`src/rtl/seg_pkg.sv`:
```
`timescale 1ns/1ps
// seg_pkg: shared types for the segment loader.
// Assumes the standard 8-byte descriptor bit layout.
package seg_pkg;

    typedef enum logic [1:0] {
        CLS_DATA  = 2'd0,
        CLS_CODE  = 2'd1,
        CLS_STACK = 2'd2
    } seg_class_e;

    typedef enum logic [1:0] {
        FLT_NONE  = 2'd0,
        FLT_GP    = 2'd1,
        FLT_NP    = 2'd2,
        FLT_STACK = 2'd3
    } flt_e;

    typedef enum logic [1:0] {
        PATH_REAL  = 2'd0,
        PATH_FAULT = 2'd1,
        PATH_NULL  = 2'd2,
        PATH_FETCH = 2'd3
    } path_e;

    typedef struct packed {
        logic [15:0] sel;
        logic [31:0] base;
        logic [31:0] limit;
        logic [1:0]  rpl;
        logic [1:0]  dpl;
        logic        present;
        logic        user;
        logic [3:0]  typ;
        logic        big;
    } seg_cache_t;

    // Unpack a raw descriptor into cache form, scaling the limit by granularity.
    function automatic seg_cache_t decode_desc(input logic [63:0] d, input logic [15:0] sel);
        seg_cache_t c;
        logic [31:0] lim;
        lim       = {12'b0, d[51:48], d[15:0]};
        c.sel     = sel;
        c.base    = {d[63:56], d[39:16]};
        c.limit   = d[55] ? (lim << 12) : lim;
        c.rpl     = sel[1:0];
        c.dpl     = d[46:45];
        c.present = d[47];
        c.user    = d[44];
        c.typ     = d[43:40];
        c.big     = d[54];
        return c;
    endfunction

endpackage

```
`src/rtl/seg_precheck.sv`:
```
`timescale 1ns/1ps
// seg_precheck: decides, before any memory access, whether a load is a
// real-mode load, a table-limit or null-selector fault, a null data load,
// or needs a descriptor fetch; also forms the descriptor address.
// Assumes selector bit 2 picks the local table.
module seg_precheck #(
    parameter int AW = 32
) (
    input  logic                 prot_en,
    input  logic                 v86,
    input  logic [15:0]          sel,
    input  seg_pkg::seg_class_e  cls,
    input  logic [AW-1:0]        gdt_base,
    input  logic [15:0]          gdt_limit,
    input  logic [AW-1:0]        ldt_base,
    input  logic [31:0]          ldt_limit,
    output seg_pkg::path_e       path,
    output logic [15:0]          err_code,
    output logic [AW-1:0]        desc_addr
);
    import seg_pkg::*;

    logic [15:0] index;
    logic        use_local;
    logic        over_limit;
    logic        is_null;

    // Table selection and bounds test.
    always_comb begin
        index      = {sel[15:3], 3'b000};
        use_local  = sel[2];
        over_limit = use_local ? ({16'b0, index} > ldt_limit) : (index > gdt_limit);
        is_null    = (sel[15:3] == 13'd0);
        desc_addr  = (use_local ? ldt_base : gdt_base) + AW'(index);
    end

    // Path selection in check order: mode, limit, null.
    always_comb begin
        err_code = 16'd0;
        if (!prot_en || v86) begin
            path = PATH_REAL;
        end else if (over_limit) begin
            path     = PATH_FAULT;
            err_code = sel;
        end else if (is_null) begin
            path = (cls == CLS_CODE || cls == CLS_STACK) ? PATH_FAULT : PATH_NULL;
        end else begin
            path = PATH_FETCH;
        end
    end
endmodule

```
`src/rtl/seg_fetch.sv`:
```
`timescale 1ns/1ps
// seg_fetch: reads one 64-bit descriptor as 64/DW words, lowest word first.
// Assumes mem_valid both accepts the request and returns its data.
module seg_fetch #(
    parameter int AW = 32,
    parameter int DW = 32
) (
    input  logic          clk,
    input  logic          rst_n,
    input  logic          start,
    input  logic [AW-1:0] addr,
    output logic          mem_req,
    output logic [AW-1:0] mem_addr,
    input  logic          mem_valid,
    input  logic [DW-1:0] mem_data,
    output logic          fetch_done,
    output logic [63:0]   desc
);
    localparam int BEATS = 64 / DW;
    localparam int BW    = (BEATS > 1) ? $clog2(BEATS) : 1;
    localparam int STEP  = DW / 8;

    logic          active;
    logic [BW-1:0] beat;
    logic [AW-1:0] base_q;
    logic [DW-1:0] words [BEATS];

    // Beat sequencing and word capture.
    always_ff @(posedge clk) begin
        if (!rst_n) begin
            active     <= 1'b0;
            beat       <= '0;
            base_q     <= '0;
            fetch_done <= 1'b0;
        end else begin
            fetch_done <= 1'b0;
            if (start && !active) begin
                active <= 1'b1;
                beat   <= '0;
                base_q <= addr;
            end else if (active && mem_valid) begin
                words[beat] <= mem_data;
                if (beat == BW'(BEATS - 1)) begin
                    active     <= 1'b0;
                    fetch_done <= 1'b1;
                end else begin
                    beat <= beat + 1'b1;
                end
            end
        end
    end

    assign mem_req  = active;
    assign mem_addr = base_q + (AW'(beat) * AW'(STEP));

    // Assemble the descriptor from its words.
    for (genvar g = 0; g < BEATS; g++) begin : g_join
        assign desc[g*DW +: DW] = words[g];
    end

    assert_req_hold_R2: assert property (@(posedge clk) disable iff (!rst_n)
        (mem_req && !mem_valid) |=> (mem_req && $stable(mem_addr)));
endmodule

```
`src/rtl/seg_rules.sv`:
```
`timescale 1ns/1ps
// seg_rules: judges a fetched descriptor for a stack, code or data load.
// Purely combinational; null selectors never reach it.
module seg_rules (
    input  seg_pkg::seg_class_e cls,
    input  logic [15:0]         sel,
    input  logic [1:0]          cpl,
    input  logic                user,
    input  logic                present,
    input  logic [1:0]          dpl,
    input  logic [3:1]          typ,
    output seg_pkg::flt_e       flt,
    output logic [15:0]         err_code
);
    import seg_pkg::*;

    logic [1:0] rpl;
    logic       exec;
    logic       conform;
    logic       wr;

    assign rpl     = sel[1:0];
    assign exec    = typ[3];
    assign conform = typ[2];
    assign wr      = typ[1];

    // Per-class rule chain; first violated rule wins.
    always_comb begin
        flt      = FLT_NONE;
        err_code = sel;
        case (cls)
            CLS_STACK: begin
                if (!user)                          flt = FLT_GP;
                else if (exec || !wr)               flt = FLT_GP;
                else if (rpl != cpl || rpl != dpl)  flt = FLT_GP;
                else if (!present)                  flt = FLT_STACK;
            end
            CLS_CODE: begin
                if (!user)                          flt = FLT_GP;
                else if (!present)                  flt = FLT_NP;
                else if (!exec)                     flt = FLT_GP;
                else if (conform) begin
                    if (dpl > cpl)                  flt = FLT_GP;
                end else if (rpl > cpl || cpl != dpl) flt = FLT_GP;
            end
            default: begin
                if (!user)                          flt = FLT_GP;
                else if (rpl > dpl || cpl > dpl)    flt = FLT_GP;
                else if (!present)                  flt = FLT_NP;
            end
        endcase
        if (flt == FLT_NONE) err_code = 16'd0;
    end
endmodule

```
`src/rtl/seg_cache.sv`:
```
`timescale 1ns/1ps
// seg_cache: hidden descriptor register with three write forms:
// real-mode (selector and base only), null (zeroed descriptor), full.
// Assumes at most one write enable per cycle.
module seg_cache (
    input  logic                clk,
    input  logic                rst_n,
    input  logic                we_real,
    input  logic                we_null,
    input  logic                we_full,
    input  logic [15:0]         sel,
    input  seg_pkg::seg_cache_t fresh,
    output seg_pkg::seg_cache_t q
);
    // Cache register update.
    always_ff @(posedge clk) begin
        if (!rst_n) begin
            q <= '0;
        end else if (we_real) begin
            q.sel  <= sel;
            q.base <= {12'b0, sel, 4'b0000};
        end else if (we_null) begin
            q     <= '0;
            q.sel <= sel;
            q.rpl <= sel[1:0];
        end else if (we_full) begin
            q <= fresh;
        end
    end
endmodule

```
`src/rtl/seg_loader.sv`:
```
`timescale 1ns/1ps
// seg_loader: top of the segment register load path. Idle requests are
// resolved at once when no descriptor is needed; otherwise the descriptor
// is fetched, then judged one cycle later from registered data.
// Assumes requests are single-cycle and ignored while busy.
module seg_loader #(
    parameter int AW = 32,
    parameter int DW = 32
) (
    input  logic          clk,
    input  logic          rst_n,
    input  logic          ld_req,
    input  logic [15:0]   ld_sel,
    input  logic [1:0]    ld_class,
    input  logic [1:0]    cur_cpl,
    input  logic          prot_en,
    input  logic          v86,
    input  logic [AW-1:0] gdt_base,
    input  logic [15:0]   gdt_limit,
    input  logic [AW-1:0] ldt_base,
    input  logic [31:0]   ldt_limit,
    output logic          mem_rd_req,
    output logic [AW-1:0] mem_rd_addr,
    input  logic          mem_rd_valid,
    input  logic [DW-1:0] mem_rd_data,
    output logic          busy,
    output logic          done,
    output logic          flt_valid,
    output logic [1:0]    flt_class,
    output logic [15:0]   flt_code,
    output logic          cpl_wr,
    output logic [1:0]    cpl_new,
    output logic [15:0]   cache_sel,
    output logic [31:0]   cache_base,
    output logic [31:0]   cache_limit,
    output logic [1:0]    cache_rpl,
    output logic [1:0]    cache_dpl,
    output logic          cache_present,
    output logic          cache_user,
    output logic [3:0]    cache_type,
    output logic          cache_big
);
    import seg_pkg::*;

    typedef enum logic [1:0] {ST_IDLE, ST_FETCH, ST_JUDGE} state_e;

    state_e     state;
    seg_class_e req_cls;
    seg_class_e cls_q;
    logic [15:0] sel_q;
    logic [1:0]  cpl_q;
    logic        real_q;

    path_e       path;
    logic [15:0] pre_code;
    logic [AW-1:0] desc_addr;
    logic        take;
    logic        fetch_go;
    logic        fetch_done;
    logic [63:0] desc;
    seg_cache_t  fresh;
    seg_cache_t  cache_q;
    flt_e        rule_flt;
    logic [15:0] rule_code;
    logic        we_real, we_null, we_full;

    assign req_cls  = (ld_class == 2'd1) ? CLS_CODE :
                      (ld_class == 2'd2) ? CLS_STACK : CLS_DATA;
    assign take     = (state == ST_IDLE) && ld_req;
    assign fetch_go = take && (path == PATH_FETCH);

    seg_precheck #(.AW(AW)) u_pre (
        .prot_en   (prot_en),
        .v86       (v86),
        .sel       (ld_sel),
        .cls       (req_cls),
        .gdt_base  (gdt_base),
        .gdt_limit (gdt_limit),
        .ldt_base  (ldt_base),
        .ldt_limit (ldt_limit),
        .path      (path),
        .err_code  (pre_code),
        .desc_addr (desc_addr)
    );

    seg_fetch #(.AW(AW), .DW(DW)) u_fetch (
        .clk        (clk),
        .rst_n      (rst_n),
        .start      (fetch_go),
        .addr       (desc_addr),
        .mem_req    (mem_rd_req),
        .mem_addr   (mem_rd_addr),
        .mem_valid  (mem_rd_valid),
        .mem_data   (mem_rd_data),
        .fetch_done (fetch_done),
        .desc       (desc)
    );

    assign fresh = decode_desc(desc, sel_q);

    seg_rules u_rules (
        .cls      (cls_q),
        .sel      (sel_q),
        .cpl      (cpl_q),
        .user     (fresh.user),
        .present  (fresh.present),
        .dpl      (fresh.dpl),
        .typ      (fresh.typ[3:1]),
        .flt      (rule_flt),
        .err_code (rule_code)
    );

    // Cache write selection.
    always_comb begin
        we_real = take && (path == PATH_REAL);
        we_null = take && (path == PATH_NULL);
        we_full = (state == ST_JUDGE) && (rule_flt == FLT_NONE);
    end

    seg_cache u_cache (
        .clk     (clk),
        .rst_n   (rst_n),
        .we_real (we_real),
        .we_null (we_null),
        .we_full (we_full),
        .sel     ((state == ST_JUDGE) ? sel_q : ld_sel),
        .fresh   (fresh),
        .q       (cache_q)
    );

    // Load sequencing and outcome strobes.
    always_ff @(posedge clk) begin
        if (!rst_n) begin
            state     <= ST_IDLE;
            cls_q     <= CLS_DATA;
            sel_q     <= '0;
            cpl_q     <= '0;
            real_q    <= 1'b0;
            done      <= 1'b0;
            flt_valid <= 1'b0;
            flt_class <= '0;
            flt_code  <= '0;
            cpl_wr    <= 1'b0;
            cpl_new   <= '0;
        end else begin
            done      <= 1'b0;
            flt_valid <= 1'b0;
            cpl_wr    <= 1'b0;
            case (state)
                ST_IDLE: if (ld_req) begin
                    sel_q  <= ld_sel;
                    cls_q  <= req_cls;
                    cpl_q  <= cur_cpl;
                    real_q <= (path == PATH_REAL);
                    case (path)
                        PATH_REAL, PATH_NULL: done <= 1'b1;
                        PATH_FAULT: begin
                            flt_valid <= 1'b1;
                            flt_class <= FLT_GP;
                            flt_code  <= pre_code;
                        end
                        default: state <= ST_FETCH;
                    endcase
                end
                ST_FETCH: if (fetch_done) state <= ST_JUDGE;
                default: begin
                    state <= ST_IDLE;
                    if (rule_flt != FLT_NONE) begin
                        flt_valid <= 1'b1;
                        flt_class <= rule_flt;
                        flt_code  <= rule_code;
                    end else begin
                        done <= 1'b1;
                        if (cls_q == CLS_CODE) begin
                            cpl_wr  <= 1'b1;
                            cpl_new <= sel_q[1:0];
                        end
                    end
                end
            endcase
        end
    end

    assign busy          = (state != ST_IDLE);
    assign cache_sel     = cache_q.sel;
    assign cache_base    = cache_q.base;
    assign cache_limit   = cache_q.limit;
    assign cache_rpl     = cache_q.rpl;
    assign cache_dpl     = cache_q.dpl;
    assign cache_present = cache_q.present;
    assign cache_user    = cache_q.user;
    assign cache_type    = cache_q.typ;
    assign cache_big     = cache_q.big;

    assert_single_outcome_R12: assert property (@(posedge clk) disable iff (!rst_n)
        !(done && flt_valid));
    assert_fault_pulse_R12: assert property (@(posedge clk) disable iff (!rst_n)
        flt_valid |=> !flt_valid);
    assert_cache_kept_R12: assert property (@(posedge clk) disable iff (!rst_n)
        flt_valid |-> ($stable(cache_sel) && $stable(cache_base) && $stable(cache_limit)));
    assert_cpl_with_done_R7: assert property (@(posedge clk) disable iff (!rst_n)
        cpl_wr |-> done);
    assert_real_base_R1: assert property (@(posedge clk) disable iff (!rst_n)
        (done && real_q) |-> (cache_base == {12'b0, cache_sel, 4'b0000}));
    assert_idle_no_read_R13: assert property (@(posedge clk) disable iff (!rst_n)
        !busy |-> !mem_rd_req);
endmodule

```
`config.mk`:
```
export PLATFORM = sky130hd
export DESIGN_NAME = seg_loader
export DESIGN_NICKNAME = d
export VERILOG_FILES = /design/src/rtl/seg_pkg.sv /design/src/rtl/seg_precheck.sv /design/src/rtl/seg_fetch.sv /design/src/rtl/seg_rules.sv /design/src/rtl/seg_cache.sv /design/src/rtl/seg_loader.sv
export SDC_FILE = /design/constraint.sdc
export NUM_CORES = 1
export LEC_CHECK = 0
export ABC_AREA = 1
export BUFFER_PORTS_ARGS = -buffer_cell sky130_fd_sc_hd__buf_2
export CORE_ASPECT_RATIO = 0.8
export CORE_MARGIN = 3
export CORE_UTILIZATION = 51
export CTS_BUF_LIST = sky130_fd_sc_hd__clkbuf_2
export CTS_CLUSTER_SIZE = 12
export DETAILED_ROUTE_END_ITERATION = 8
export HOLD_SLACK_MARGIN = 0.12
export PLACE_DENSITY = 0.87
export SYNTH_ARGS = -nofsm -noshare
export SYNTH_HDL_FRONTEND = slang
export SYNTH_HIERARCHICAL = 1
export SYNTH_SLANG_ARGS = --single-unit
```
`constraint.sdc`:
```
create_clock -name clk -period 3.85 [get_ports clk]
set_input_delay 0.9625 -clock clk [delete_from_list [all_inputs] [get_ports clk]]
set_output_delay 0.9625 -clock clk [all_outputs]
set_load 0.02 [all_outputs]
```
* Yosys cells after proc, flatten, opt, wreduce, memory -nomap -nowiden
Memories as Yosys holds them, arrays and structs flattened.
Cells that the tools add are included.
** Storage, ports and cells
- Logic and storage cells :: 158
- Memories :: 1
- Register bits :: 171
- Output and inout bits :: 148
- Bits in writable memories :: 64
- Input bits :: 170
** Cells by class
- Reductions and logical operators :: 40
- $add $sub $neg :: 3
- Multiplexer cells :: 60
- $lt $le $gt $ge :: 6
- Equality and inequality tests :: 18
- Bitwise operators :: 6
** Memories
- u_fetch.words :: words 2, width 32, read ports 2, clocked after Yosys merged registers in 0, wr ports 1, line seg_fetch.sv:26 : logic [DW-1:0] words [BEATS];
** Operator list (number)
- 2-to-1 mux 91 bit :: 2
- 2-to-1 mux 16 bit :: 7
- 2-to-1 mux 32 bit :: 2
- 2-to-1 mux 48 bit :: 1
- 2-to-1 mux 2 bit :: 23
- adder 32 x 16 -> 32 bit :: 1
- adder 32 x 3 -> 32 bit :: 1
- greater-than comparator 16 x 32 -> 1 bit :: 1
- case mux 16 bit (2 select lines) :: 1
- 2-to-1 mux 1 bit :: 19
- greater-than comparator 16 bit :: 1
- zero test 13 bit :: 1
- == test 2 bit (second input constant) :: 6
- case mux 2 bit (2 select lines) :: 3
- nonzero test 2 bit :: 6
- == test 2 x 1 -> 1 bit (second input constant) :: 5
- OR reduction 3 bit :: 3
- greater-than comparator 2 bit :: 4
- logical AND 1 bit :: 7
- zero test 2 bit :: 3
- logical OR 1 bit :: 6
- inequality test 2 bit :: 3
- NOT 1 bit :: 6
- AND reduction 2 bit :: 3
- 10 further kinds :: 18

* Depth between registers and ports, before layout
Gate-level depths: netlist of the first run.
- Depth in word-level cells :: 15
- Gate-level depth with buffers :: 25
- Mapped depth without buffers :: 23

* Modules after synthesis
The synthesis of the first run kept the hierarchy.
** Modules (own cells, without submodules)
- seg_fetch :: area each 4028.9 µm², cells each 395, sequential area each 2622.5 µm², times used 1
- seg_cache :: area each 3860.0 µm², cells each 562, sequential area each 1821.7 µm², times used 1
- seg_precheck :: area each 2949.1 µm², cells each 544, sequential area each 0.0 µm², times used 1
- seg_loader :: area each 2507.4 µm², cells each 393, sequential area each 900.9 µm², times used 1
- seg_rules :: area each 505.5 µm², cells each 93, sequential area each 0.0 µm², times used 1

* Worst setup path after synthesis of the first run
OpenSTA, ideal clock, no wires.
- Path kind :: input to register
- Start point :: input port rst_n
- End point :: memory u_fetch.words[0][0] (enable)
- Arrival time :: 3.255 ns
- Cell stages on the path :: 2
- Library setup time :: 0.461 ns
- Path buffers :: 0
- Data required time :: 3.389 ns
- Path slack :: 0.134 ns
- Cells stage by stage :: inv_1 nor3_1
** On the way
- Cells in the longest elaborated chain, start to end :: 2
** RTL lines
- start, declared :: line seg_loader.sv:11 : input logic rst_n,
- 2-to-1 mux 1 bit :: line seg_fetch.sv:30 : if (!rst_n) begin
- 2-to-1 mux 1 bit (implied by the code) :: line seg_fetch.sv:42 : words[beat] <= mem_data;
- end, declared :: line seg_fetch.sv:26
No other way between the ends.

* Final worst setup path of the first run
- Start point :: register u_fetch.beat
- End point :: output port mem_rd_addr[14]
** On the way
- Cells in the longest elaborated chain, start to end :: 1
** RTL lines
- start, declared :: line seg_fetch.sv:24 : logic [BW-1:0] beat;
- start signal, assigned :: line seg_fetch.sv:47 : beat <= beat + 1'b1;
- adder 32 x 3 -> 32 bit :: line seg_fetch.sv:54 : assign mem_addr = base_q + (AW'(beat) * AW'(STEP));
- end, declared :: line seg_loader.sv:23 : output logic [AW-1:0] mem_rd_addr,
No other way between the ends.

==> results of run 1 <==
flip-flops by register name, indices dropped and copies added, names as in the netlist:
name,cells
cls_q,2
cpl_q,2
done,1
cpl_wr,1
u_fetch/fetch_done,1
u_fetch/base_q,32
flt_valid,1
u_fetch/beat,1
u_fetch/words,62
flt_code,16
sel_q,16
cpl_new,2
u_fetch/mem_req,1
u_cache/q,91
flt_class,2
state,2
power by group through the flow:
stage | clock [mW] | sequential [mW] | combinational, mW
2_1_floorplan | 0 | 2.72 | 0.572
3_3_place_gp | 0 | 2.68 | 0.923
3_5_place_dp | 0 | 2.68 | 0.942
4_1_cts | 1.60 | 2.63 | 0.949
5_1_grt | 1.72 | 2.64 | 1.06
6_report | 1.57 | 2.63 | 0.966
placed cells by master, fill, tap and decap left out, types with 2 or more instances in the layout:
cell / n
sky130_fd_sc_hd__nor2_2: 16
sky130_fd_sc_hd__clkinv_2: 3
sky130_fd_sc_hd__o21ai_4: 4
sky130_fd_sc_hd__nor2_4: 11
sky130_fd_sc_hd__clkinv_4: 2
sky130_fd_sc_hd__diode_2: 8
sky130_fd_sc_hd__inv_1: 230
sky130_fd_sc_hd__nand3_1: 121
sky130_fd_sc_hd__clkinv_1: 12
sky130_fd_sc_hd__clkbuf_2: 83
sky130_fd_sc_hd__nand2_2: 18
sky130_fd_sc_hd__a21oi_2: 2
sky130_fd_sc_hd__xnor2_1: 5
sky130_fd_sc_hd__nand2_4: 7
sky130_fd_sc_hd__nor3_2: 2
sky130_fd_sc_hd__o21ai_0: 83
sky130_fd_sc_hd__buf_12: 2
sky130_fd_sc_hd__nor3_1: 4
sky130_fd_sc_hd__and2_1: 2
sky130_fd_sc_hd__edfxtp_1: 62
sky130_fd_sc_hd__dfxtp_1: 171
sky130_fd_sc_hd__nand2_1: 567
sky130_fd_sc_hd__buf_2: 317
sky130_fd_sc_hd__a21oi_1: 142
sky130_fd_sc_hd__o21ai_2: 8
sky130_fd_sc_hd__buf_4: 28
sky130_fd_sc_hd__nand3b_1: 11
sky130_fd_sc_hd__ha_1: 50
sky130_fd_sc_hd__nor2_1: 297
sky130_fd_sc_hd__o21ai_1: 4
sky130_fd_sc_hd__nand3_4: 2
sky130_fd_sc_hd__inv_2: 10
sky130_fd_sc_hd__xor2_1: 23
sky130_fd_sc_hd__nand4_1: 11
sky130_fd_sc_hd__mux2_2: 29
per-stage QoR:
stage / hold slack (ps) / cell area, µm² / power, mW / util / worst slack (ps)
2_1_floorplan: 432 / 13800 / 3.29 / - / 134
3_3_place_gp: 440 / 15600 / 3.60 / 0.590 / 140
3_5_place_dp: 449 / 15600 / 3.62 / 0.590 / 109
4_1_cts: 251 / 16100 / 5.17 / 0.608 / 317
5_1_grt: 249 / 16100 / 5.43 / 0.609 / 126
6_report: 323 / 16100 / 5.17 / 0.609 / 412
per-layer routing:
metal | track usage | part of all wire
met3 | 0.0399 | 0.078
met5 | 0 | 0
met1 | 0.409 | 0.45
met4 | 0.0887 | 0.027
met2 | 0.443 | 0.45
cell type report:
cell class / instances / area [µm²] / area share
sequential: 233 / 5290 / 0.328
clock buffer: 83 / 415 / 0.0258
antenna: 8 / 20.0 / 0.00124
timing repair buffer: 347 / 1840 / 0.114
multi-input combinational: 1430 / 7130 / 0.442
inverter: 240 / 901 / 0.0559
clock inverter: 17 / 77.6 / 0.00481
tap: 357 / 447 / 0.0277
worst min-delay path by stage:
stage	from	endpoint	cells after the start
2_1_floorplan	u_fetch/fetch_done$_SDFF_PP0_	state[1]$_SDFFE_PN0P_	2
3_3_place_gp	u_fetch/fetch_done$_SDFF_PP0_	state[1]$_SDFFE_PN0P_	2
3_5_place_dp	u_cache/q[22]$_SDFFE_PN0P_	u_cache/q[22]$_SDFFE_PN0P_	2
4_1_cts	mem_rd_data[14]	u_fetch/words[0][14]$_DFFE_PP_	1
5_1_grt	mem_rd_data[10]	u_fetch/words[0][10]$_DFFE_PP_	1
6_report	mem_rd_data[20]	u_fetch/words[0][20]$_DFFE_PP_	1
critical path, cell delays in order, from the launching register on:
cell and delay, ps:
sky130_fd_sc_hd__dfxtp_1 450, sky130_fd_sc_hd__ha_1 190, sky130_fd_sc_hd__ha_1 140, sky130_fd_sc_hd__inv_1 70, sky130_fd_sc_hd__nor2_1 100, sky130_fd_sc_hd__nand2_1 60
sky130_fd_sc_hd__nor2_1 240, sky130_fd_sc_hd__xor2_1 240, sky130_fd_sc_hd__buf_2 210
==> metrics.log, run 1 <==
[metrics] summed negative setup slack over all endpoints: 0 ps
[metrics] critical path launch point type: flop
[metrics] final wirelength: 43200 µm
[metrics] num ports: between 300 and 400
[metrics] post-CTS setup buffer count: 0
[metrics] relative contribution of sequential cells to total power: 0.509
[metrics] clock tree skew after final layout: 72.3 ps
[metrics] TritonCTS clock tree: yes
[metrics] Placeable Area: ~0.026 mm²
[metrics] number of antenna violations at the first check in global routing: 8
[metrics] setup repair after global routing missed its margin: no
[metrics] combinational share of power: 0.187
[metrics] final instance count without filler cells: 2715
[metrics] highest fanout seen on the critical path: 6
[metrics] Port Buffers: approximately 320
[metrics] area delta synth->final: 16.8%
[metrics] IR Drop Worst-Case VDD: 0.000268 V
[metrics] DRT Pass-1 Iters: 6
[metrics] number of placement rows: 53
[metrics] total power divided by cell area: 321 mW/mm²
[metrics] critical path data arrival time: 2480 ps
[metrics] worst reg-to-reg path cell count: 17
[metrics] warning count from the yosys run: 6
[metrics] overall overflow remaining after global route: 0
[metrics] vias in the first global route: 13000
[metrics] chip width: 190 µm
[metrics] Final Hold Fails: 0
[metrics] max_cap viols: 0
[metrics] root cell of the clock tree: sky130_fd_sc_hd__clkbuf_2
[metrics] DRC: 0
[metrics] endpoint required time on the critical path: slightly below 3000 ps
[metrics] clock-pin transition on the worst setup and hold timing paths: 120 ps
[metrics] run status: completed
[metrics] internal power: 3.49 mW
[metrics] Synthesized Nets: around 2200
[metrics] average wire per cell in the routed design: 15.9 µm
[metrics] fraction of the cycle the final worst path needs: 0.893
[metrics] Post-Syn Area per Cell: between 6 and 7 µm²
[metrics] CTS hold repair buffers: 0
[metrics] number of gates given a new drive strength after cts: 0
[metrics] full die area: 0.0291 mm²
[metrics] first-pass GRT wire length: between 60000 and 70000 µm
[metrics] slew at the pin with the worst max-slew slack: 1260 ps
[metrics] gate count of the mapped netlist: 1985
[metrics] number of placed instances, taps included: 2607
[metrics] sum of net half-perimeters after detailed placement: roughly 33000 µm
[metrics] largest net degree at the start of global routing: 107
[metrics] number of clock buffers inserted by TritonCTS: 55
[metrics] reg-to-reg critical path endpoint: u_cache/q[0]$_SDFFE_PN0P_
[metrics] worst r2r src: sel_q[0]$_SDFFE_PN0P_
[metrics] Iteration-0 DRC Markers: approximately 1600
[metrics] Setup Viol. Count Final: 0
[metrics] starting utilization of the core area: 0.521
[metrics] clock sink count: 233
[metrics] final layout net count: 2528
[metrics] Sw Ratio: 0.325
[metrics] fraction of power consumed by the clock network: 0.304
[metrics] number of buffers on the longest clock path: 3
[metrics] kind of path behind the tightest hold check: in -> reg
[metrics] post-synthesis instance area: 0.0138 mm²
[metrics] switching power: 1.68 mW
[metrics] worst slew slack as a fraction of its limit: 0.159
[metrics] number of inserted filler cells in the final layout: 2463
[metrics] Die Height: roughly 150 µm
[metrics] final weighted congestion of routability-driven global placement: between 0.9 and 1
[metrics] remaining number of nets flagged by the antenna check after routing: 0
[metrics] Critical Path Sink Type: output port
[metrics] total leakage power: 8.18 nW
[metrics] Worst Setup EP: mem_rd_addr[14]
[metrics] fmax: 291 MHz
[metrics] Critical Setup Path Class: reg -> out
[metrics] launching instance or port of the critical path: u_fetch/beat$_SDFFE_PP0N_
[metrics] Max Transition Viols Final: 0
[metrics] global-route total usage across every layer: 0.284
[metrics] Clock Latency Late Sink: 820 ps
[metrics] layout cells sized above 1: 0.233
[metrics] detail-routed via count per cell: roughly 5.2
[metrics] Period minus WS final: between 3000 and 4000 ps
[metrics] vias after detailed routing: around 14000
[metrics] maximum level of the CTS H-tree: 2
[metrics] worst setup slack for register-to-register paths: approximately 460 ps
(Power assumes the default switching activity.)
==> run 2: changes to the inputs <==
--- a/config.mk
+++ b/config.mk
@@ -9,12 +9,12 @@
 export BUFFER_PORTS_ARGS = -buffer_cell sky130_fd_sc_hd__buf_2
 export CORE_ASPECT_RATIO = 0.8
 export CORE_MARGIN = 3
-export CORE_UTILIZATION = 51
+export CORE_UTILIZATION = 40
 export CTS_BUF_LIST = sky130_fd_sc_hd__clkbuf_2
 export CTS_CLUSTER_SIZE = 12
 export DETAILED_ROUTE_END_ITERATION = 8
 export HOLD_SLACK_MARGIN = 0.12
-export PLACE_DENSITY = 0.87
+export PLACE_DENSITY = 0.73
 export SYNTH_ARGS = -nofsm -noshare
 export SYNTH_HDL_FRONTEND = slang
 export SYNTH_HIERARCHICAL = 1
==> run 2 against run 1 <==
Effect of this change:
- clock skew grew 4.5 ps
- combinational power grew 1%
- via count fell by 1.5%
- critical path type unchanged
- largest cell class unchanged
- largest power group unchanged
==> metrics.log, run 2 (synthesis gave the netlist of run 1 again) <==
[metrics] worst-case setup slack after placement: 264 ps (+155 ps)
[metrics] total power divided by cell area: 325 mW/mm² (+1.4%)
[metrics] Max Transition Viols Final: 0 (unchanged)
[metrics] detail-routed via count per cell: 4.95 (-4.6%)
[metrics] final weighted congestion of routability-driven global placement: 0.942 (-1.1%)
[metrics] fraction of the cycle the final worst path needs: 0.923 (+0.0295)
[metrics] library cell contributing the largest single delay on the critical path: sky130_fd_sc_hd__dfxtp_1
[metrics] Area after DPL: 0.0157 mm² (+0.79%)
[metrics] maximum level of the CTS H-tree: 2 (unchanged)
[metrics] critical path data arrival time: 2590 ps (+110 ps)
[metrics] num ports: 318 (unchanged)
[metrics] CTS hold repair buffers: 0 (unchanged)
[metrics] fmax: 282 MHz (-3.2%)
[metrics] kind of path behind the tightest hold check: in -> reg
[metrics] number of placement rows: 60 (+13%)
[metrics] clock sink count: 233 (unchanged)
[metrics] area delta synth->final: 18.2%
[metrics] reg-to-reg critical path endpoint: u_cache/q[54]$_SDFFE_PN0P_
[metrics] worst slew slack as a fraction of its limit: 0.150 (-0.00903)
[metrics] worst r2r src: sel_q[0]$_SDFFE_PN0P_
[metrics] vias after detailed routing: 13900 (-1.5%)
[metrics] number of gates given a new drive strength after cts: 0 (unchanged)
[metrics] largest net degree at the start of global routing: 46 (-57%)
[metrics] clock-pin transition on the worst setup and hold timing paths: 120 ps (about the same)
[metrics] cell breakdown of the critical path: ha_1 > nand2_1 > nor2_4 > nand2_4 > nor2_4 > xor2_1 > buf_2
[metrics] Die Height: 172 µm (+12%)
[metrics] overall overflow remaining after global route: 0 (unchanged)
[metrics] CP bufs+invs: 1 (-1)
[metrics] critical path launch point type: flop
[metrics] Critical Path Sink Type: output port
[metrics] highest fanout seen on the critical path: 6 (unchanged)
[metrics] total leakage power: 8.22 nW (+0.49%)
[metrics] final non-filler cell area: 0.0163 mm² (+1.1%)
[metrics] run status: completed
[metrics] TritonCTS clock tree: yes
[metrics] summed negative setup slack over all endpoints: 0 ps (unchanged)
[metrics] max_cap viols: 0 (unchanged)
[metrics] most common cell after layout, fill and taps aside: sky130_fd_sc_hd__nand2_1
[metrics] average wire per cell in the routed design: 16.5 µm (+3.8%)
[metrics] Most Frequent Cell on Critical Path: sky130_fd_sc_hd__nor2_4
[metrics] DRC: 0 (unchanged)
[metrics] final total power: 5.30 mW (+2.5%)
[metrics] setup repair after global routing missed its margin: no
[metrics] starting utilization of the core area: 0.408 (-0.113)
[metrics] number of clock buffers inserted by TritonCTS: 58 (+5.5%)
[metrics] cell count along the critical path: 7 (-1)
[metrics] first-pass GRT wire length: 70500 µm (+4.8%)
[metrics] worst reg-to-reg path cell count: 17 (unchanged)
[metrics] chip width: 214 µm (+13%)
[metrics] Period minus WS final: 3550 ps (+114 ps)
[metrics] leading registers by flop count: u_cache/q x91, u_fetch/words x62, u_fetch/base_q x32
[metrics] family with the most delay on the worst path: simple AND/OR/NAND/NOR gates
[metrics] slew at the pin with the worst max-slew slack: 1280 ps (+13.5 ps)
[metrics] full die area: 0.0368 mm² (+26%)
[metrics] most frequent cells in the layout: 567 x sky130_fd_sc_hd__nand2_1, 317 x sky130_fd_sc_hd__buf_2, 297 x sky130_fd_sc_hd__nor2_1
[metrics] global-route total usage across every layer: 0.242 (-0.0423)
[metrics] Worst Setup EP: mem_rd_addr[13]
[metrics] Critical Setup Path Class: reg -> out
[metrics] vias in the first global route: 12900 (-0.85%)
[metrics] highest cell delay on the worst timing path: 500 ps (+50 ps)
[metrics] DRT Pass-1 Iters: 6 (unchanged)
[metrics] Placeable Area: 0.0338 mm² (+28%)
[metrics] Setup Viol. Count Final: 0 (unchanged)
[metrics] Iteration-0 DRC Markers: 1311 (-16%)
[metrics] number of flip-flops in the largest register: 91 (unchanged)
[metrics] number of antenna violations at the first check in global routing: 7 (-1)
[metrics] number of buffers on the longest clock path: 3 (unchanged)
[metrics] sum of net half-perimeters after detailed placement: 35700 µm (+8.9%)
[metrics] layout cells sized above 1: 0.234 (+0.000509)
[metrics] clock tree skew after final layout: 76.8 ps (+4.48 ps)
[metrics] final wirelength: 46300 µm (+7.1%)
[metrics] remaining number of nets flagged by the antenna check after routing: 0 (unchanged)
[metrics] launching instance or port of the critical path: u_fetch/beat$_SDFFE_PP0N_
[metrics] worst setup slack for register-to-register paths: 660 ps (+200 ps)
[metrics] utilization of the core after routing: 0.482 (-0.127)
[metrics] endpoint required time on the critical path: 2890 ps (about the same)
[metrics] Clock Latency Late Sink: 870 ps (+50 ps)
[metrics] Final Hold Fails: 0 (unchanged)
[metrics] IR Drop Worst-Case VDD: 0.000312 V (+16%)
[metrics] final layout net count: 2533 (+0.20%)
[metrics] Port Buffers: 317 (unchanged)
[metrics] Most flops, register: u_cache/q
[metrics] Final Worst Setup Slack: 298 ps (-114 ps)
[metrics] root cell of the clock tree: sky130_fd_sc_hd__clkbuf_2
[metrics] post-CTS setup buffer count: 0 (unchanged)
-- run 2: layout make-up --
cell class                      instances  area (µm²)
Antenna cell                            7        17.5
Clock buffer                           84         420
Clock inverter                         26         135
Fill cell                            3508       17500
Inverter                              240         901
Multi-Input combinational cell       1430        7130
Sequential cell                       233        5290
Tap cell                              434         543
Timing Repair Buffer                  349        1860
-- run 2: layer usage --
layer	up-vias	GRT usage	part of all wire
li1	6965	-	-
met1	6347	0.359	0.48
met2	469	0.367	0.44
met3	84	0.0330	0.057
met4	0	0.0718	0.027
met5	-	0	0
-- run 2: worst min path at each step --
stage	cells past startpoint	start	endpoint	slack [ps]
5_1_grt	1	mem_rd_data[14]	u_fetch/words[1][14]$_DFFE_PP_	220
6_report	1	mem_rd_data[8]	u_fetch/words[1][8]$_DFFE_PP_	270
4_1_cts	1	mem_rd_data[8]	u_fetch/words[1][8]$_DFFE_PP_	210
3_5_place_dp	2	u_cache/q[24]$_SDFFE_PN0P_	u_cache/q[24]$_SDFFE_PN0P_	450
3_3_place_gp	2	u_cache/q[70]$_SDFFE_PP0P_	u_cache/q[70]$_SDFFE_PP0P_	450
2_1_floorplan	2	u_fetch/fetch_done$_SDFF_PP0_	state[1]$_SDFFE_PN0P_	430
-- run 2: where the power goes --
group | leakage, nW | switching (mW) | internal (mW)
sequential | 1.95 | 0.0554 | 2.57
combinational | 5.86 | 0.641 | 0.335
clock | 0.411 | 1.03 | 0.666
-- run 2: per-stage QoR --
step / instances / hold WS, ps
floorplan: 1985 / 432
global placement: 2686 / 447
detailed placement: 2686 / 451
CTS: 2796 / 210
global route: 2803 / 217
finish: 2803 / 272
==> run 3: changes to the inputs <==
--- a/config.mk
+++ b/config.mk
@@ -14,7 +14,8 @@
 export CTS_CLUSTER_SIZE = 12
 export DETAILED_ROUTE_END_ITERATION = 8
 export HOLD_SLACK_MARGIN = 0.12
-export PLACE_DENSITY = 0.73
+export PLACE_DENSITY = 0.66
+export SKIP_CTS_REPAIR_TIMING = 1
 export SYNTH_ARGS = -nofsm -noshare
 export SYNTH_HDL_FRONTEND = slang
 export SYNTH_HIERARCHICAL = 1
==> run 3 against run 2 <==
Effect of this change:
- flip-flop and latch count did not move
- total power down 1.8%
- fmax down 0.33%
- first-iteration DRC count down 2.7%
- non-clock buffer count stayed put
- clock power is 5% lower
- largest power group unchanged
- clock skew increased by 8.6 ps
- sequential power hardly changed
==> metrics.log, run 3 (synthesis gave the netlist of run 1 again) <==
[metrics] run status: completed
[metrics] Final Hold Fails: 0 (unchanged)
[metrics] final weighted congestion of routability-driven global placement: 0.936 (-0.65%)
[metrics] DRT Pass-1 Iters: 6 (unchanged)
[metrics] num ports: 318 (unchanged)
[metrics] Die Height: 172 µm (unchanged)
[metrics] number of placement rows: 60 (unchanged)
[metrics] met3 capacity usage during global routing: 0.0388 (+0.00580)
[metrics] worst slew slack as a fraction of its limit: 0.163 (+0.0135)
[metrics] clock sink count: 233 (unchanged)
[metrics] number of antenna violations at the first check in global routing: 3 (-4)
[metrics] cell breakdown of the critical path: ha_1 > ha_1 > inv_1 > nor2_4 > nand2_2 > nor2_2 > xor2_1 > buf_2
[metrics] final layout net count: 2534 (+0.039%)
[metrics] starting utilization of the core area: 0.408 (unchanged)
[metrics] area delta synth->final: 18.1% (about the same)
[metrics] total leakage power: 8.22 nW (about the same)
[metrics] most common cell after layout, fill and taps aside: sky130_fd_sc_hd__nand2_1
[metrics] number of inserted filler cells in the final layout: 3511 (+0.086%)
[metrics] slew at the pin with the worst max-slew slack: 1260 ps (-20.2 ps)
[metrics] clock-pin transition on the worst setup and hold timing paths: 100 ps (-20 ps)
[metrics] kind of path behind the tightest hold check: in -> reg
[metrics] number of flip-flops in the largest register: 91 (unchanged)
[metrics] Most Frequent Cell on Critical Path: sky130_fd_sc_hd__ha_1
[metrics] Period minus WS final: 3560 ps (+11.8 ps)
[metrics] first-pass GRT wire length: 68900 µm (-2.3%)
[metrics] clock tree skew after final layout: 85.4 ps (+8.55 ps)
[metrics] global-route total usage across every layer: 0.237 (-0.00529)
[metrics] number of buffers on the longest clock path: 3 (unchanged)
[metrics] Clock Latency Late Sink: 880 ps (about the same)
[metrics] Critical Setup Path Class: reg -> out
[metrics] maximum level of the CTS H-tree: 2 (unchanged)
[metrics] Critical Path Sink Type: output port
[metrics] Setup Viol. Count Final: 0 (unchanged)
[metrics] sum of net half-perimeters after detailed placement: 34600 µm (-2.9%)
[metrics] layout cells sized above 1: 0.234 (+0.000721)
[metrics] met1 Resource Use GR: 0.354 (-0.00420)
[metrics] root cell of the clock tree: sky130_fd_sc_hd__clkbuf_2
[metrics] chip width: 214 µm (unchanged)
[metrics] grt peak-use layer: met1
[metrics] TritonCTS clock tree: yes
[metrics] highest cell delay on the worst timing path: 480 ps (-20 ps)
[metrics] worst setup slack for register-to-register paths: 690 ps (+30 ps)
[metrics] leading registers by flop count: u_cache/q x91, u_fetch/words x62, u_fetch/base_q x32
[metrics] final total power: 5.21 mW (-1.8%)
[metrics] remaining number of nets flagged by the antenna check after routing: 0 (unchanged)
[metrics] endpoint required time on the critical path: 2890 ps (about the same)
[metrics] Most flops, register: u_cache/q
[metrics] DRC: 0 (unchanged)
[metrics] vias in the first global route: 12700 (-2.0%)
[metrics] number of clock buffers inserted by TritonCTS: 59 (+1.7%)
[metrics] IR Drop Worst-Case VDD: 0.000308 V (-1.2%)
[metrics] Max Transition Viols Final: 0 (unchanged)
[metrics] FF+latch area: 0.00529 mm² (unchanged)
[metrics] Port Buffers: 317 (unchanged)
[metrics] average wire per cell in the routed design: 16.1 µm (-2.7%)
[metrics] detail-routed via count per cell: 4.87 (-1.5%)
[metrics] setup repair after global routing missed its margin: no
[metrics] Iteration-0 DRC Markers: 1276 (-2.7%)
[metrics] M2 GR Usage: 0.351 (-0.0168)
[metrics] Final Worst Setup Slack: 286 ps (-11.8 ps)
[metrics] critical path data arrival time: 2600 ps (about the same)
[metrics] fraction of the cycle the final worst path needs: 0.926 (+0.00305)
[metrics] library cell contributing the largest single delay on the critical path: sky130_fd_sc_hd__dfxtp_1
[metrics] highest fanout seen on the critical path: 6 (unchanged)
[metrics] final wirelength: 44900 µm (-2.9%)
[metrics] total power divided by cell area: 320 mW/mm² (-1.7%)
[metrics] largest net degree at the start of global routing: 107 (+130%)
[metrics] footprint of the multi-input gates: 0.00713 mm² (about the same)
[metrics] summed negative setup slack over all endpoints: 0 ps (unchanged)
[metrics] vias after detailed routing: 13600 (-1.8%)
[metrics] fmax: 281 MHz (-0.33%)
[metrics] Placeable Area: 0.0338 mm² (unchanged)
[metrics] full die area: 0.0368 mm² (unchanged)
[metrics] critical path launch point type: flop
[metrics] most frequent cells in the layout: 567 x sky130_fd_sc_hd__nand2_1, 317 x sky130_fd_sc_hd__buf_2, 297 x sky130_fd_sc_hd__nor2_1
[metrics] max_cap viols: 0 (unchanged)
[metrics] overall overflow remaining after global route: 0 (unchanged)
[metrics] worst-case setup slack after placement: 207 ps (-57.0 ps)
==> run 3: through the flow <==
step                hold slack (ps)  cells  instance area (µm²)  utilization
CTS                             183   2793                16300        0.482
global placement                448   2686                15800        0.467
global route                    179   2795                16300        0.482
finish                          268   2795                16300        0.482
floorplan                       432   1985                13800            -
detailed placement              450   2686                15800        0.467
==> run 3: final timing paths <==
path,from,endpoint,depth (start not counted)
min,mem_rd_data[20],u_fetch/words[0][20]$_DFFE_PP_,1
max reg2reg,sel_q[0]$_SDFFE_PN0P_,u_cache/q[13]$_SDFFE_PN0P_,17
max,u_fetch/beat$_SDFFE_PP0N_,mem_rd_addr[16],8
min reg2reg,u_cache/q[3]$_SDFFE_PN0P_,u_cache/q[3]$_SDFFE_PN0P_,2
==> run 3: power breakdown <==
group	internal (mW)	switching, mW	leakage, nW	total, mW
sequential	2.57	0.0578	1.95	2.63
combinational	0.339	0.628	5.88	0.968
clock	0.590	1.02	0.394	1.61
==> run 3: layout make-up <==
type                    count  area share
multi-input cells        1430       0.438
diodes                      2    0.000307
inverters                 240      0.0553
repair buffers            349       0.117
clock inverters            24     0.00638
flip-flops and latches    233       0.324
clock buffers              83      0.0255
well taps                 434      0.0333
==> run 3: metal layers <==
| metal | share of wire | wire length (µm) |
|---|---|---|
| met1 | 0.49 | 21900 |
| met5 | 0 | 0 |
| met2 | 0.43 | 19200 |
| met3 | 0.060 | 2700 |
| met4 | 0.025 | 1100 |
==> run 3: critical path, delay by kind of cell, from the launching register on <==
family	cells	cell delay, ps
xor gates and xnor gates	1	240
and+or+nand+nor	3	420
buffers and inverters	2	280
DFF	1	480
adders and majority gates	2	350
